## src/rtl/walk_pkg.sv

```systemverilog
package walk_pkg;
    typedef enum logic [1:0] {
        ACC_LOAD  = 2'd0,
        ACC_STORE = 2'd1,
        ACC_FETCH = 2'd2,
        ACC_RSVD  = 2'd3
    } acc_e;

    typedef enum logic [2:0] {
        C_NONE     = 3'd0,
        C_INVALID  = 3'd1,
        C_NOLEAF   = 3'd2,
        C_PERM     = 3'd3,
        C_MISALIGN = 3'd4
    } cause_e;

    typedef enum logic [1:0] {
        S_IDLE  = 2'd0,
        S_ISSUE = 2'd1,
        S_WAIT  = 2'd2,
        S_DONE  = 2'd3
    } wst_e;

    localparam int FLAG_V = 0;
    localparam int FLAG_R = 1;
    localparam int FLAG_W = 2;
    localparam int FLAG_X = 3;
    localparam int FLAG_BYTE = 8;
endpackage

```

## src/rtl/walk_access_check.sv

```systemverilog
module walk_access_check
    import walk_pkg::*;
(
    input  acc_e kind,
    input  logic can_r,
    input  logic can_w,
    input  logic can_x,
    output logic allowed
);
    always_comb begin
        case (kind)
            ACC_LOAD:  allowed = can_r;
            ACC_STORE: allowed = can_w;
            ACC_FETCH: allowed = can_r & can_x;
            default:   allowed = 1'b0;
        endcase
    end
endmodule

```

## src/rtl/walk_pte_eval.sv

```systemverilog
module walk_pte_eval
    import walk_pkg::*;
#(
    parameter int PTE_W    = 32,
    parameter int PPN_W    = 22,
    parameter int VPN_W    = 10,
    parameter int SHIFT_W  = 5,
    parameter int PAGE_SH  = 12,
    parameter int SUPER_SH = 22
) (
    input  logic [PTE_W-1:0]     pte,
    input  logic                 top_level,
    input  acc_e                 kind,
    output logic                 descend,
    output logic [PPN_W-1:0]     next_tbl,
    output cause_e               cause,
    output logic [PPN_W-1:0]     frame,
    output logic [FLAG_BYTE-1:0] flags,
    output logic [SHIFT_W-1:0]   shift
);
    localparam int PPN_LSB = PTE_W - PPN_W;
    localparam int HI_W    = PPN_W - VPN_W;

    logic fv, fr, fw, fx, perm_ok, is_ptr, bad;
    logic [VPN_W-1:0] ppn_lo;
    logic [HI_W-1:0]  ppn_hi;
    logic [PPN_LSB-FLAG_BYTE-1:0] unused_rsw;

    assign fv = pte[FLAG_V];
    assign fr = pte[FLAG_R];
    assign fw = pte[FLAG_W];
    assign fx = pte[FLAG_X];
    assign ppn_lo = pte[PPN_LSB +: VPN_W];
    assign ppn_hi = pte[PTE_W-1 -: HI_W];
    assign unused_rsw = pte[PPN_LSB-1:FLAG_BYTE];
    assign bad    = !fv || (!fr && fw);
    assign is_ptr = !fr && !fw && !fx;
    assign next_tbl = pte[PTE_W-1:PPN_LSB];

    walk_access_check u_perm (
        .kind    (kind),
        .can_r   (fr),
        .can_w   (fw),
        .can_x   (fx),
        .allowed (perm_ok)
    );

    always_comb begin
        descend = 1'b0;
        cause   = C_NONE;
        frame   = '0;
        flags   = '0;
        shift   = '0;
        if (bad) begin
            cause = C_INVALID;
        end else if (is_ptr) begin
            if (top_level) descend = 1'b1;
            else           cause   = C_NOLEAF;
        end else if (!perm_ok) begin
            cause = C_PERM;
        end else if (top_level && (ppn_lo != '0)) begin
            cause = C_MISALIGN;
        end else begin
            flags = pte[FLAG_BYTE-1:0];
            if (top_level) begin
                frame = {{VPN_W{1'b0}}, ppn_hi};
                shift = SHIFT_W'(SUPER_SH);
            end else begin
                frame = pte[PTE_W-1:PPN_LSB];
                shift = SHIFT_W'(PAGE_SH);
            end
        end
    end
endmodule

```

## src/rtl/sv32_walker.sv

```systemverilog
module sv32_walker
    import walk_pkg::*;
#(
    parameter int PPN_W     = 22,
    parameter int VPN_W     = 10,
    parameter int PAGE_SH   = 12,
    parameter int PTE_BYTES = 4,
    parameter int SHIFT_W   = 5
) (
    input  logic                     clk,
    input  logic                     rst_n,
    input  logic [31:0]              satp,
    input  logic                     req_valid,
    output logic                     req_ready,
    input  logic [31:0]              req_vaddr,
    input  logic [1:0]               req_kind,
    output logic                     mem_req_valid,
    input  logic                     mem_req_ready,
    output logic [PPN_W+PAGE_SH-1:0] mem_req_addr,
    input  logic                     mem_rsp_valid,
    input  logic [8*PTE_BYTES-1:0]   mem_rsp_data,
    output logic                     done_valid,
    output logic [PPN_W-1:0]         done_frame,
    output logic [7:0]               done_flags,
    output logic [SHIFT_W-1:0]       done_shift,
    output logic                     done_fault,
    output logic [2:0]               done_cause
);
    localparam int PTE_W    = 8 * PTE_BYTES;
    localparam int IDX_SH   = $clog2(PTE_BYTES);
    localparam int VA_W     = 2 * VPN_W + PAGE_SH;
    localparam int SUPER_SH = VPN_W + PAGE_SH;
    localparam int MODE_BIT = 31;

    typedef struct packed {
        wst_e                 st;
        logic                 lvl;
        logic [PPN_W-1:0]     tbl;
        logic [2*VPN_W-1:0]   vpn;
        acc_e                 kind;
        logic [PPN_W-1:0]     frame;
        logic [FLAG_BYTE-1:0] flags;
        logic [SHIFT_W-1:0]   shift;
        cause_e               cause;
    } walk_t;

    walk_t walk_d, walk_q;

    logic                 ev_descend;
    logic [PPN_W-1:0]     ev_next, ev_frame;
    cause_e               ev_cause;
    logic [FLAG_BYTE-1:0] ev_flags;
    logic [SHIFT_W-1:0]   ev_shift;
    logic [VPN_W-1:0]     vpn_sel;
    logic                 unused_inputs;

    assign unused_inputs = ^{satp[30:PPN_W], req_vaddr[PAGE_SH-1:0]};

    walk_pte_eval #(
        .PTE_W    (PTE_W),
        .PPN_W    (PPN_W),
        .VPN_W    (VPN_W),
        .SHIFT_W  (SHIFT_W),
        .PAGE_SH  (PAGE_SH),
        .SUPER_SH (SUPER_SH)
    ) u_eval (
        .pte       (mem_rsp_data),
        .top_level (walk_q.lvl),
        .kind      (walk_q.kind),
        .descend   (ev_descend),
        .next_tbl  (ev_next),
        .cause     (ev_cause),
        .frame     (ev_frame),
        .flags     (ev_flags),
        .shift     (ev_shift)
    );

    always_comb begin
        walk_d = walk_q;
        case (walk_q.st)
            S_IDLE: if (req_valid) begin
                walk_d.vpn  = req_vaddr[VA_W-1:PAGE_SH];
                walk_d.kind = acc_e'(req_kind);
                if (satp[MODE_BIT]) begin
                    walk_d.st  = S_ISSUE;
                    walk_d.lvl = 1'b1;
                    walk_d.tbl = satp[PPN_W-1:0];
                end else begin
                    walk_d.st    = S_DONE;
                    walk_d.frame = PPN_W'(req_vaddr[VA_W-1:PAGE_SH]);
                    walk_d.flags = '0;
                    walk_d.shift = SHIFT_W'(PAGE_SH);
                    walk_d.cause = C_NONE;
                end
            end
            S_ISSUE: if (mem_req_ready) walk_d.st = S_WAIT;
            S_WAIT: if (mem_rsp_valid) begin
                if (ev_descend) begin
                    walk_d.st  = S_ISSUE;
                    walk_d.lvl = 1'b0;
                    walk_d.tbl = ev_next;
                end else begin
                    walk_d.st    = S_DONE;
                    walk_d.frame = ev_frame;
                    walk_d.flags = ev_flags;
                    walk_d.shift = ev_shift;
                    walk_d.cause = ev_cause;
                end
            end
            default: walk_d.st = S_IDLE;
        endcase
    end

    always_ff @(posedge clk) begin
        if (!rst_n) walk_q <= '0;
        else        walk_q <= walk_d;
    end

    assign vpn_sel       = walk_q.lvl ? walk_q.vpn[2*VPN_W-1:VPN_W] : walk_q.vpn[VPN_W-1:0];
    assign req_ready     = (walk_q.st == S_IDLE);
    assign mem_req_valid = (walk_q.st == S_ISSUE);
    assign mem_req_addr  = {walk_q.tbl, vpn_sel, {IDX_SH{1'b0}}};
    assign done_valid    = (walk_q.st == S_DONE);
    assign done_frame    = walk_q.frame;
    assign done_flags    = walk_q.flags;
    assign done_shift    = walk_q.shift;
    assign done_cause    = walk_q.cause;
    assign done_fault    = (walk_q.cause != C_NONE);

    p_busy_while_done_r2: assert property (@(posedge clk) disable iff (!rst_n)
        done_valid |-> !req_ready);
    p_single_pulse_r2: assert property (@(posedge clk) disable iff (!rst_n)
        done_valid |=> !done_valid);
    p_bare_next_cycle_r3: assert property (@(posedge clk) disable iff (!rst_n)
        (req_valid && req_ready && !satp[MODE_BIT]) |=>
        (done_valid && !done_fault && done_shift == SHIFT_W'(PAGE_SH)));
    p_addr_held_r4: assert property (@(posedge clk) disable iff (!rst_n)
        (mem_req_valid && !mem_req_ready) |=> (mem_req_valid && $stable(mem_req_addr)));
    p_shift_legal_r8: assert property (@(posedge clk) disable iff (!rst_n)
        (done_valid && !done_fault) |->
        (done_shift == SHIFT_W'(PAGE_SH) || done_shift == SHIFT_W'(SUPER_SH)));
    p_fault_clears_r10: assert property (@(posedge clk) disable iff (!rst_n)
        (done_valid && done_fault) |-> (done_frame == '0 && done_flags == '0 && done_shift == '0));
endmodule

```

## config.mk

```make
export PLATFORM = sky130hd
export DESIGN_NAME = sv32_walker
export DESIGN_NICKNAME = d
export VERILOG_FILES = /design/src/rtl/walk_pkg.sv /design/src/rtl/walk_access_check.sv /design/src/rtl/walk_pte_eval.sv /design/src/rtl/sv32_walker.sv
export SDC_FILE = /design/constraint.sdc
export NUM_CORES = 1
export LEC_CHECK = 0
export BUFFER_PORTS_ARGS = -buffer_cell sky130_fd_sc_hd__buf_2
export CORE_ASPECT_RATIO = 0.5
export CORE_MARGIN = 5
export CORE_UTILIZATION = 52
export DETAILED_ROUTE_END_ITERATION = 7
export PLACE_DENSITY = 0.91
export RECOVER_POWER = 100
export SYNTH_ARGS = -nofsm -noshare
export SYNTH_HDL_FRONTEND = slang
export SYNTH_SLANG_ARGS = --single-unit
```

## constraint.sdc

```tcl
create_clock -name clk -period 4.6 [get_ports clk]
set_clock_uncertainty 0.15 [all_clocks]
set_input_delay 0.69 -clock clk [delete_from_list [all_inputs] [get_ports clk]]
set_output_delay 0.69 -clock clk [all_outputs]
set_load 0.03 [all_outputs]
```

# Yosys cells after proc, flatten, opt, wreduce, memory -nomap -nowiden
# Cells that the tools add are included.
# Widths: inputs -> output; s select.
[totals] n_memories=0 reg_bits=85 wordCells=77 rom_bits=0 latchBits=0 input_bits=103 mem_bits_rw=0 out_inout_bits=76
[op_classes] addsub=0 multipliers=0 reduce_logical=18 shifts=0 muxes=37 n_div=0 n_eq_ne=12 bitwise_logic=1 magnitude_cmp=0
[ops] operator="$mux 38" n=3
[ops] operator="$mux 22" n=5
[ops] operator="$mux 85" n=1
[ops] operator="$pmux 38 s2" n=1
[ops] operator="$mux 23" n=2
[ops] operator="$pmux 23 s2" n=1
[ops] operator="$mux 8" n=4
[ops] operator="$mux 25" n=1
[ops] operator="$mux 5" n=5
[ops] operator="$mux 3" n=4
[ops] operator="$ne 2x2->1 const B" n=6
[ops] operator="$mux 10" n=1
[ops] operator="$reduce_and 5->1" n=2
[ops] operator="$reduce_bool 10->1" n=1
[ops] operator="$mux 2" n=4
[ops] operator="$eq 2x2->1 const B" n=3
[ops] operator="$pmux 2 s3" n=1
[ops] operator="$eq 2x1->1 const B" n=2
[ops] operator="$logic_and 1x1->1" n=4
[ops] operator="$logic_not 1->1" n=4
[ops] operator="$logic_not 2->1" n=2
[ops] operator="$mux 1" n=3
[ops] operator="$pmux 1 s3" n=1
[ops] operator="$reduce_and 3->1" n=1
[ops] operator="other kinds (6)" n=6

# Logic depth before layout (Yosys ltp)
# Gate-level depths: netlist of run 1.
[depth] depth_word=9 depth_mapped=6 depth_no_buf=4

# Cells and area by module
# From an unflattened synthesis of run 1, not the netlist that was laid out.
[unflattened] cells_unflattened=592 hier_area_um2=5106.1
[modules_own_cells] mod="sv32_walker" instances=1 cells_each=478 area_each_um2=4295.4
[modules_own_cells] mod="walk_pte_eval" instances=1 cells_each=110 area_each_um2=788.3
[modules_own_cells] mod="walk_access_check" instances=1 cells_each=4 area_each_um2=22.5

# Worst setup path after synthesis of run 1
# No wires, ideal clock.
[synth_timing] kind="register to output" startpoint="reg walk_q[82] in the netlist's numbering" endpoint="out mem_req_addr[10]" n_path_buf=3 path_stages_with_launch=5 required_ns=3.760 t_arrival_ns=1.528 setup_slack_ns=2.232 cell_sequence="dfxtp_1 buf_2 clkbuf_1 buf_2 mux2_2"
[synth_between] elab_chain_len=1
[synth_lines] item="start, declared" line_no="sv32_walker.sv:47" rtl="walk_t walk_d, walk_q;"
[synth_lines] item="start signal, assigned" line_no="sv32_walker.sv:116" rtl="else walk_q <= walk_d;"
[synth_lines] item="$mux 10" line_no="sv32_walker.sv:119" rtl="assign vpn_sel = walk_q.lvl ? walk_q.vpn[2*VPN_W-1:VPN_W] : walk_q.vpn[VPN_W-1:0];"
[synth_lines] item="end, declared" line_no="sv32_walker.sv:19" rtl="output logic [PPN_W+PAGE_SH-1:0] mem_req_addr,"
# Every way passes these cells.

# Worst setup path in the final report of run 1
[layout_timing] startpoint="in mem_rsp_data[13]" endpoint="reg walk_q, in the netlist done_flags[0]"
[layout_between] elab_chain_len=9
[layout_lines] item="start, declared" line_no="sv32_walker.sv:21" rtl="input logic [8*PTE_BYTES-1:0] mem_rsp_data,"
[layout_lines] item="$reduce_bool 10->1" line_no="walk_pte_eval.sv:61" rtl="end else if (top_level && (ppn_lo != '0)) begin"
[layout_lines] item="$logic_and 1x1->1" line_no="walk_pte_eval.sv:61"
[layout_lines] item="$mux 8" line_no="walk_pte_eval.sv:61"
[layout_lines] item="$mux 8" line_no="walk_pte_eval.sv:59" rtl="end else if (!perm_ok) begin"
[layout_lines] item="$mux 8" line_no="walk_pte_eval.sv:56" rtl="end else if (is_ptr) begin"
[layout_lines] item="$mux 8" line_no="walk_pte_eval.sv:54" rtl="if (bad) begin"
[layout_lines] item="$mux 38" line_no="sv32_walker.sv:98" rtl="if (ev_descend) begin"
[layout_lines] item="$mux 38" line_no="sv32_walker.sv:97" rtl="S_WAIT: if (mem_rsp_valid) begin"
[layout_lines] item="$pmux 38 s2" line_no="sv32_walker.sv:80" rtl="case (walk_q.st)"
# Every way passes these cells. The select of a mux whose other input is x is not followed.
# A chain may end at the register's enable or synchronous reset.

==> load_flow_metrics.sql, run 1 <==
INSERT INTO impl_metrics (metric_group, metric, value, unit) VALUES
('die', 'rows', '23', ''),
('finish', 'layout.cell_area.non_filler', '0.00476', 'mm2'),
('finish', 'layout-area-overhead-vs-synth', '11.6', '%'),
('yosys', 'synthesis.instances', '528', ''),
('outcome', 'status', 'complete, but fails checks', ''),
('clocking', 'clockBufferDepth', '2', ''),
('hold_path', 'min_path_type', 'reg2reg', ''),
('die', 'core_region_area', '0.00800', 'mm2'),
('clocking', 'cts-hold-fix-buffers', '0', ''),
('yosys', 'postSynthAreaPerCell', '8.07', 'um2'),
('setup_path', 'worstPathRequired', '4.71', 'ns'),
('setup_path', 'r2r.worst_path.cells', '4', ''),
('setup_path', 'timing.critical_path.to', 'done_flags[0]', ''),
('grt', 'global_route.overflow_total', '0', ''),
('yosys', 'netlist.area_leader.share', '39.0', '%'),
('job', 'max-cap-violations', '1', ''),
('detailed_routing', 'routed_via_density', '5.68', ''),
('timing', 'max_slew.worst_pin.slew', '1.66', 'ns'),
('power_and_ir_drop', 'netSwitchingPower', '0.612', 'mW'),
('grt', 'wire_length_of_the_first_global_routing_pass', '19.1', 'mm'),
('finish', 'drive_gt1_share', '20.9', '%'),
('yosys', 'synthMostInstantiatedCell', 'sky130_fd_sc_hd__nand2_1', ''),
('placement', 'gpl.final_weighted_congestion', '0.876', ''),
('placement', 'standard_cell_area_after_detailed_placement', '0.00459', 'mm2'),
('clocking', 'postCtsSetupBuffers', '0', ''),
('placement', 'dp.final_hpwl', '8.63', 'mm'),
('timing', 'unrepaired_setup_endpoints_after_global_routing', 'false', ''),
('setup_path', 'ff2ff_setup_slack', '1.60', 'ns'),
('power_and_ir_drop', 'power.ir.vdd_worst', '0.198', 'mV'),
('clocking', 'tritoncts', 'done', ''),
('timing', 'post-route-min-period', '3.30', 'ns'),
('grt', 'globalRouteTotalUtil', '23.5', '%'),
('setup_path', 'end_kind', 'register', ''),
('power_and_ir_drop', 'power.leakage', '1.77', 'nW'),
('timing', 'finalHoldViolations', '0', ''),
('clocking', 'cts.sinks', '83', ''),
('setup_path', 'critical_path.startpoint_type', 'input port', ''),
('placement', 'place.port_buffers', '152', ''),
('clocking', 'root_buffer', 'sky130_fd_sc_hd__clkbuf_16', ''),
('power_and_ir_drop', 'power.share.sequential', '42.6', '%'),
('setup_path', 'timing.setup.critical_path_class', 'in2reg', ''),
('timing', 'drv_slew', '15', ''),
('detailed_routing', 'drcViolationCount', '0', ''),
('setup_path', 'worst_ep_arrival_time', '3.41', 'ns'),
('detailed_routing', 'route.detailed.wl_per_inst', '17.3', 'um'),
('clocking', 'cts_resized', '0', ''),
('timing', 'timing.final.crit_share', '71.8', '%'),
('power_and_ir_drop', 'sw_share', '32.0', '%'),
('yosys', 'number_of_flops_mapped_to_enable_cells_by_yosys', '0', ''),
('yosys', 'synth.largest_area_cell', 'sky130_fd_sc_hd__dfxtp_1', ''),
('finish', 'final_nets', '700', ''),
('timing', 'totalNegativeSetupSlack', '0', 'ns'),
('detailed_routing', 'detail_route.wirelength', '12.4', 'mm'),
('setup_path', 'r2r_start', 'walk_q[82]', ''),
('detailed_routing', 'drt_first_iter_violations', '394', ''),
('outcome', 'failed_checks', 'capacitance limit, slew limit', ''),
('setup_path', 'timing.critical_path.fanout_max', '14', ''),
('detailed_routing', 'antenna_left', '0', ''),
('detailed_routing', 'vias', '4059', ''),
('yosys', 'netlist_area', '0.00426', 'mm2'),
('power_and_ir_drop', 'clock_power_share', '34.8', '%'),
('clocking', 'insertion_delay', '0.34', 'ns'),
('grt', 'initial_antenna_violation_count', '2', ''),
('yosys', 'yosysSeqAreaShare', '39.0', '%'),
('grt', 'grt_max_degree', '71', ''),
('finish', 'utilization', '59.4', '%'),
('die', 'area_of_the_die', '0.0102', 'mm2'),
('die', 'chipHeight', '74.0', 'um'),
('yosys', 'ys.flop_type', 'sky130_fd_sc_hd__dfxtp_1', ''),
('grt', 'grt_pass1_vias', '3701', ''),
('power_and_ir_drop', 'internal_power', '1.30', 'mW');
[kinds of logic after synthesis]
kind of cell | Yosys count | synth area share [%]
simple gates | 192 | 22.3
flops | 83 | 39.0
mux | 23 | 6.05
buf+inv | 104 | 15.2
compound gates | 125 | 17.4
other cells | 1 | 0.0880
[cell type report]
cell class | count | area [um2] | area share [%]
Multi-Input combinational cell | 343 | 1960 | 41.3
Sequential cell | 83 | 1660 | 34.9
Timing Repair Buffer | 158 | 708 | 14.9
Clock buffer | 14 | 264 | 5.55
Tap cell | 112 | 140 | 2.95
Clock inverter | 2 | 10.0 | 0.210
Inverter | 2 | 7.51 | 0.158
Antenna cell | 1 | 2.50 | 0.0526
[through the flow]
| step | hold WS (ns) | std cells | worst slack [ns] |
|---|---|---|---|
| 2_1_floorplan | 0.283 | 530 | 2.23 |
| 3_3_place_gp | 0.289 | 698 | 1.91 |
| 3_5_place_dp | 0.293 | 698 | 1.88 |
| 4_1_cts | 0.302 | 714 | 2.07 |
| 5_1_grt | 0.320 | 715 | 1.13 |
| 6_report | 0.302 | 715 | 1.30 |
[worst min path at each step]
stage / cells past startpoint / start / end
2_1_floorplan: 2 / walk_q[50] / walk_q[50]
3_3_place_gp: 2 / walk_q[52] / walk_q[52]
3_5_place_dp: 2 / mem_req_addr[13] / mem_req_addr[13]
4_1_cts: 2 / walk_q[49] / walk_q[49]
5_1_grt: 2 / walk_q[42] / walk_q[42]
6_report: 2 / walk_q[49] / walk_q[49]
[critical path, stage by stage]
cell and delay (ns):
sky130_fd_sc_hd__clkbuf_1 0.11, sky130_fd_sc_hd__or4_1 0.57, sky130_fd_sc_hd__o31ai_1 1.34, sky130_fd_sc_hd__nand3_2 0.42
sky130_fd_sc_hd__o22ai_1 0.27
[cells in the final DEF, fill, tap and decap left out, drive strengths merged, types with 2 or more instances in the layout]
cell type / instances
o21ai: 25
a22oi: 10
conb: 3
inv: 2
nor2: 4
nor2b: 5
o22ai: 11
a21oi: 38
buf: 84
mux2: 22
or4: 2
and2: 6
nand2b: 4
o21bai: 2
clkbuf: 88
clkinv: 2
dfxtp: 83
nand2: 115
nand3: 29
a31oi: 35
nand3b: 2
nand4: 13
nor4b: 2
[power groups by stage]
stage,combinational (mW),clock [mW],sequential (mW)
6_report,0.433,0.664,0.813
5_1_grt,0.465,0.706,0.819
4_1_cts,0.444,0.674,0.810
3_5_place_dp,0.440,0,0.825
3_3_place_gp,0.433,0,0.823
2_1_floorplan,0.367,0,0.812
[routing by layer]
| metal | wire, um | vias up | global-route usage (%) |
|---|---|---|---|
| met4 | 479 | 2 | 10.6 |
| met2 | 5630 | 222 | 38.1 |
| li1 | - | 1922 | - |
| met3 | 1140 | 47 | 8.03 |
| met5 | 5 | - | 0 |
| met1 | 5150 | 1866 | 29.0 |
[registers in the layout, indices dropped and copies added, names as in the netlist]
signal / count
done_shift: 3
mem_req_addr: 22
walk_q: 25
done_cause: 3
done_frame: 22
done_flags: 8
No activity file was read; power rests on OpenSTA's default activity.
==> inputs of run 2 (changes only) <==
--- a/config.mk
+++ b/config.mk
@@ -5,12 +5,13 @@
 export SDC_FILE = /design/constraint.sdc
 export NUM_CORES = 1
 export LEC_CHECK = 0
+export ABC_AREA = 1
 export BUFFER_PORTS_ARGS = -buffer_cell sky130_fd_sc_hd__buf_2
 export CORE_ASPECT_RATIO = 0.5
 export CORE_MARGIN = 5
-export CORE_UTILIZATION = 52
+export CORE_UTILIZATION = 44
 export DETAILED_ROUTE_END_ITERATION = 7
-export PLACE_DENSITY = 0.91
+export PLACE_DENSITY = 0.82
 export RECOVER_POWER = 100
 export SYNTH_ARGS = -nofsm -noshare
 export SYNTH_HDL_FRONTEND = slang
==> constraint.sdc (replaced) <==
create_clock -name clk -period 2.8 [get_ports clk]
set_clock_uncertainty 0.15 [all_clocks]
set_input_delay 0.42 -clock clk [delete_from_list [all_inputs] [get_ports clk]]
set_output_delay 0.42 -clock clk [all_outputs]
set_load 0.03 [all_outputs]
==> run 2 against run 1 <==
Against the previous run:
- the flow now finishes without violations
- count of clock-buffer cells in the layout decreased by 5
- hold slack got worse by 0.11 ns
- sequential share of layout area decreased by 1.6 points
- combinational power increased by 150%
- global-route usage decreased by 1.6 points
- synthesized cell count increased by 23%
- register-to-register slack got worse by 1.2 ns
- total power increased by 94%
- clock power increased by 82%
==> load_flow_metrics.sql, run 2 <==
INSERT INTO impl_metrics (metric_group, metric, value, unit) VALUES
('finish', 'final_cell_mix', 'sky130_fd_sc_hd__nand2_1, sky130_fd_sc_hd__dfxtp_1, sky130_fd_sc_hd__a21oi_1', ''),
('placement', 'dp.final_hpwl', '10.2', 'mm'),
('yosys', 'postSynth.asyncResetShare', '0', '%'),
('yosys', 'netlist_area', '0.00440', 'mm2'),
('power_and_ir_drop', 'power.ir.vdd_worst', '0.345', 'mV'),
('setup_path', 'crit_top_cell', 'sky130_fd_sc_hd__nand2_1', ''),
('timing', 'totalNegativeSetupSlack', '0', 'ns'),
('placement', 'place.port_buffers', '152', ''),
('detailed_routing', 'detail_route.wirelength', '13.5', 'mm'),
('setup_path', 'reg2reg_to', 'done_frame[8]', ''),
('die', 'chipHeight', '80.7', 'um'),
('setup_path', 'timing.critical_path.fanout_max', '15', ''),
('timing', 'fmax', '0.405', 'GHz'),
('yosys', 'netlist.area_leader.share', '37.7', '%'),
('die', 'initial_core_util', '45.9', '%'),
('detailed_routing', 'route.detailed.wl_per_inst', '15.6', 'um'),
('clocking', 'cts-hold-fix-buffers', '0', ''),
('timing', 'final_setup_violations', '0', ''),
('timing', 'timing.final.crit_share', '88.2', '%'),
('clocking', 'tritoncts', 'done', ''),
('grt', 'globalRouteTotalUtil', '21.9', '%'),
('setup_path', 'critical_path.slowest_cell', 'sky130_fd_sc_hd__dfxtp_1', ''),
('grt', 'global_route.overflow_total', '0', ''),
('timing', 'worst_slew_margin', '49.1', '%'),
('setup_path', 'worst_ep_arrival_time', '1.90', 'ns'),
('detailed_routing', 'first_drt_pass_iteration_count', '5', ''),
('yosys', 'yosys-top-cells-count', 'sky130_fd_sc_hd__nand2_1, sky130_fd_sc_hd__dfxtp_1, sky130_fd_sc_hd__a21oi_1, sky130_fd_sc_hd__o21ai_0', ''),
('yosys', 'synthMostInstantiatedCell', 'sky130_fd_sc_hd__nand2_1', ''),
('setup_path', 'timing.critical_path.to', 'mem_req_addr[3]', ''),
('clocking', 'postCtsSetupBuffers', '0', ''),
('finish', 'layout-area-overhead-vs-synth', '13.2', '%'),
('outcome', 'status', 'complete, no violations', ''),
('die', 'area_of_the_die', '0.0122', 'mm2'),
('die', 'dieWidth', '151', 'um'),
('placement', 'standard_cell_area_after_detailed_placement', '0.00479', 'mm2'),
('yosys', 'ys.flop_type', 'sky130_fd_sc_hd__dfxtp_1', ''),
('setup_path', 'r2r_start', 'walk_q[82]', ''),
('setup_path', 'timing.setup.critical_path_class', 'reg2out', ''),
('timing', 'post-route-min-period', '2.47', 'ns'),
('setup_path', 'worst_path_cell_trace', 'inv_1, nand2_1, nand2_1, clkbuf_1', ''),
('hold_path', 'min_path_type', 'in2reg', ''),
('grt', 'initial_antenna_violation_count', '0', ''),
('power_and_ir_drop', 'power.leakage', '2.17', 'nW'),
('finish', 'final_nets', '830', ''),
('power_and_ir_drop', 'fin_total_pwr', '3.71', 'mW'),
('timing', 'max_slew.worst_pin.slew', '0.762', 'ns'),
('clocking', 'insertion_delay', '0.34', 'ns'),
('grt', 'wire_length_of_the_first_global_routing_pass', '20.9', 'mm'),
('setup_path', 'critical_path.startpoint_type', 'register', ''),
('finish', 'stdcell_count', '867', ''),
('placement', 'post-place-cells', '851', ''),
('power_and_ir_drop', 'power_per_cell_area', '744', 'mW/mm2'),
('clocking', 'cts_inserted_buffers', '9', ''),
('job', 'max-cap-violations', '0', ''),
('yosys', 'yosysSeqAreaShare', '37.7', '%'),
('yosys', 'number_of_flops_mapped_to_enable_cells_by_yosys', '0', ''),
('finish', 'utilization', '51.9', '%'),
('yosys', 'synth.largest_area_cell', 'sky130_fd_sc_hd__dfxtp_1', ''),
('setup_path', 'worstSetupStartpoint', 'walk_q[82]', ''),
('setup_path', 'ff2ff_setup_slack', '0.37', 'ns'),
('yosys', 'postSynthAreaPerCell', '6.77', 'um2'),
('finish', 'drive_gt1_share', '15.7', '%'),
('yosys', 'synthesis.instances', '650', ''),
('yosys', 'synthDistinctLibCells', '26', ''),
('die', 'core_region_area', '0.00960', 'mm2'),
('detailed_routing', 'routed_via_density', '5.20', ''),
('clocking', 'clockBufferDepth', '2', ''),
('detailed_routing', 'drt_first_iter_violations', '455', ''),
('clocking', 'root_buffer', 'sky130_fd_sc_hd__clkbuf_16', ''),
('finish', 'layout.cell_area.non_filler', '0.00499', 'mm2'),
('clocking', 'clk_pin_slew_worst_paths', '0.06', 'ns'),
('die', 'boundaryPins', '179', ''),
('yosys', 'ys_ff_latch', '83', ''),
('clocking', 'cts_resized', '0', ''),
('setup_path', 'worstPathRequired', '2.23', 'ns'),
('setup_path', 'slowest_delay', '0.71', 'ns'),
('finish', 'most_common_cell_after_layout_fill_and_taps_aside', 'sky130_fd_sc_hd__nand2_1', ''),
('finish', 'largest_reg_by_ff_count', 'walk_q', ''),
('timing', 'drv_slew', '0', ''),
('detailed_routing', 'vias', '4506', ''),
('die', 'rows', '25', ''),
('finish', 'fillers', '996', ''),
('setup_path', 'r2r.worst_path.cells', '7', ''),
('detailed_routing', 'antenna_left', '0', ''),
('yosys', 'synth_area_leaders', 'sky130_fd_sc_hd__dfxtp_1, sky130_fd_sc_hd__buf_4, sky130_fd_sc_hd__nand2_1, sky130_fd_sc_hd__a21oi_1, sky130_fd_sc_hd__o21ai_0', ''),
('setup_path', 'end_kind', 'output pin', ''),
('timing', 'unrepaired_setup_endpoints_after_global_routing', 'false', ''),
('detailed_routing', 'drcViolationCount', '0', ''),
('grt', 'grt_max_degree', '51', ''),
('clocking', 'cts_max_level', '3', ''),
('finish', 'largest_register_ff_count', '25', ''),
('yosys', 'synthesis.yosys.warnings', '0', ''),
('grt', 'grt_pass1_vias', '4159', ''),
('timing', 'finalHoldViolations', '0', ''),
('placement', 'gpl.final_weighted_congestion', '0.876', ''),
('clocking', 'cts.sinks', '83', ''),
('finish', 'insertedDiodeCount', '0', '');
run 2: routing by layer:
layer  track usage (%)  part of all wire, %  up-vias
li1                  -                    -     2216
met2              35.9                   46      198
met5                 0                    0        -
met4              6.15                  1.6        0
met3              5.85                  8.0       19
met1              28.6                   44     2073
run 2: power by group:
group          leakage [nW]  switching [mW]  internal [mW]  total [mW]
sequential            0.681          0.0930           1.33        1.42
combinational          1.34           0.800          0.281        1.08
clock                 0.148           0.512          0.699        1.21
total                  2.17            1.40           2.31        3.71
run 2: how the worst min path moves through the flow:
stage                      from                to  cells past startpoint
6_report          req_vaddr[21]        walk_q[49]                      3
5_1_grt           req_vaddr[21]        walk_q[49]                      3
3_5_place_dp   mem_req_addr[18]  mem_req_addr[18]                      2
2_1_floorplan  mem_req_addr[12]  mem_req_addr[12]                      2
3_3_place_gp   mem_req_addr[17]  mem_req_addr[17]                      2
4_1_cts             req_kind[1]        walk_q[39]                      3
run 2: final cells by class:
cell class                      count  area [um2]  area share [%]
Clock inverter                      7        76.3            1.53
Sequential cell                    83        1660            33.3
Multi-Input combinational cell    427        1940            39.0
Clock buffer                        9         225            4.52
Inverter                           41         154            3.09
Tap cell                          135         169            3.39
Timing Repair Buffer              165         757            15.2
run 2: per-stage QoR:
| stage | hold slack, ns | setup slack [ns] |
|---|---|---|
| 2_1_floorplan | 0.290 | 0.784 |
| 3_3_place_gp | 0.298 | 0.571 |
| 3_5_place_dp | 0.300 | 0.553 |
| 4_1_cts | 0.185 | 0.404 |
| 5_1_grt | 0.202 | 0.183 |
| 6_report | 0.192 | 0.331 |
run 2: kinds of logic (layout without fill, tap and decap cells):
group,count (synthesis),count (layout),share of synthesized area (%)
AOI/OAI and AO/OA,160,160,18.4
other,1,3,0.0852
DFF,83,83,37.7
buffers and inverters,142,222,18.2
and+or+nand+nor,264,264,25.5
run 2: worst max-delay path, delay by kind of cell (launching register included):
| kind | cells | cell delay [ns] |
|---|---|---|
| DFF | 1 | 0.71 |
| buffers and inverters | 2 | 0.61 |
| and+or+nand+nor | 2 | 0.23 |
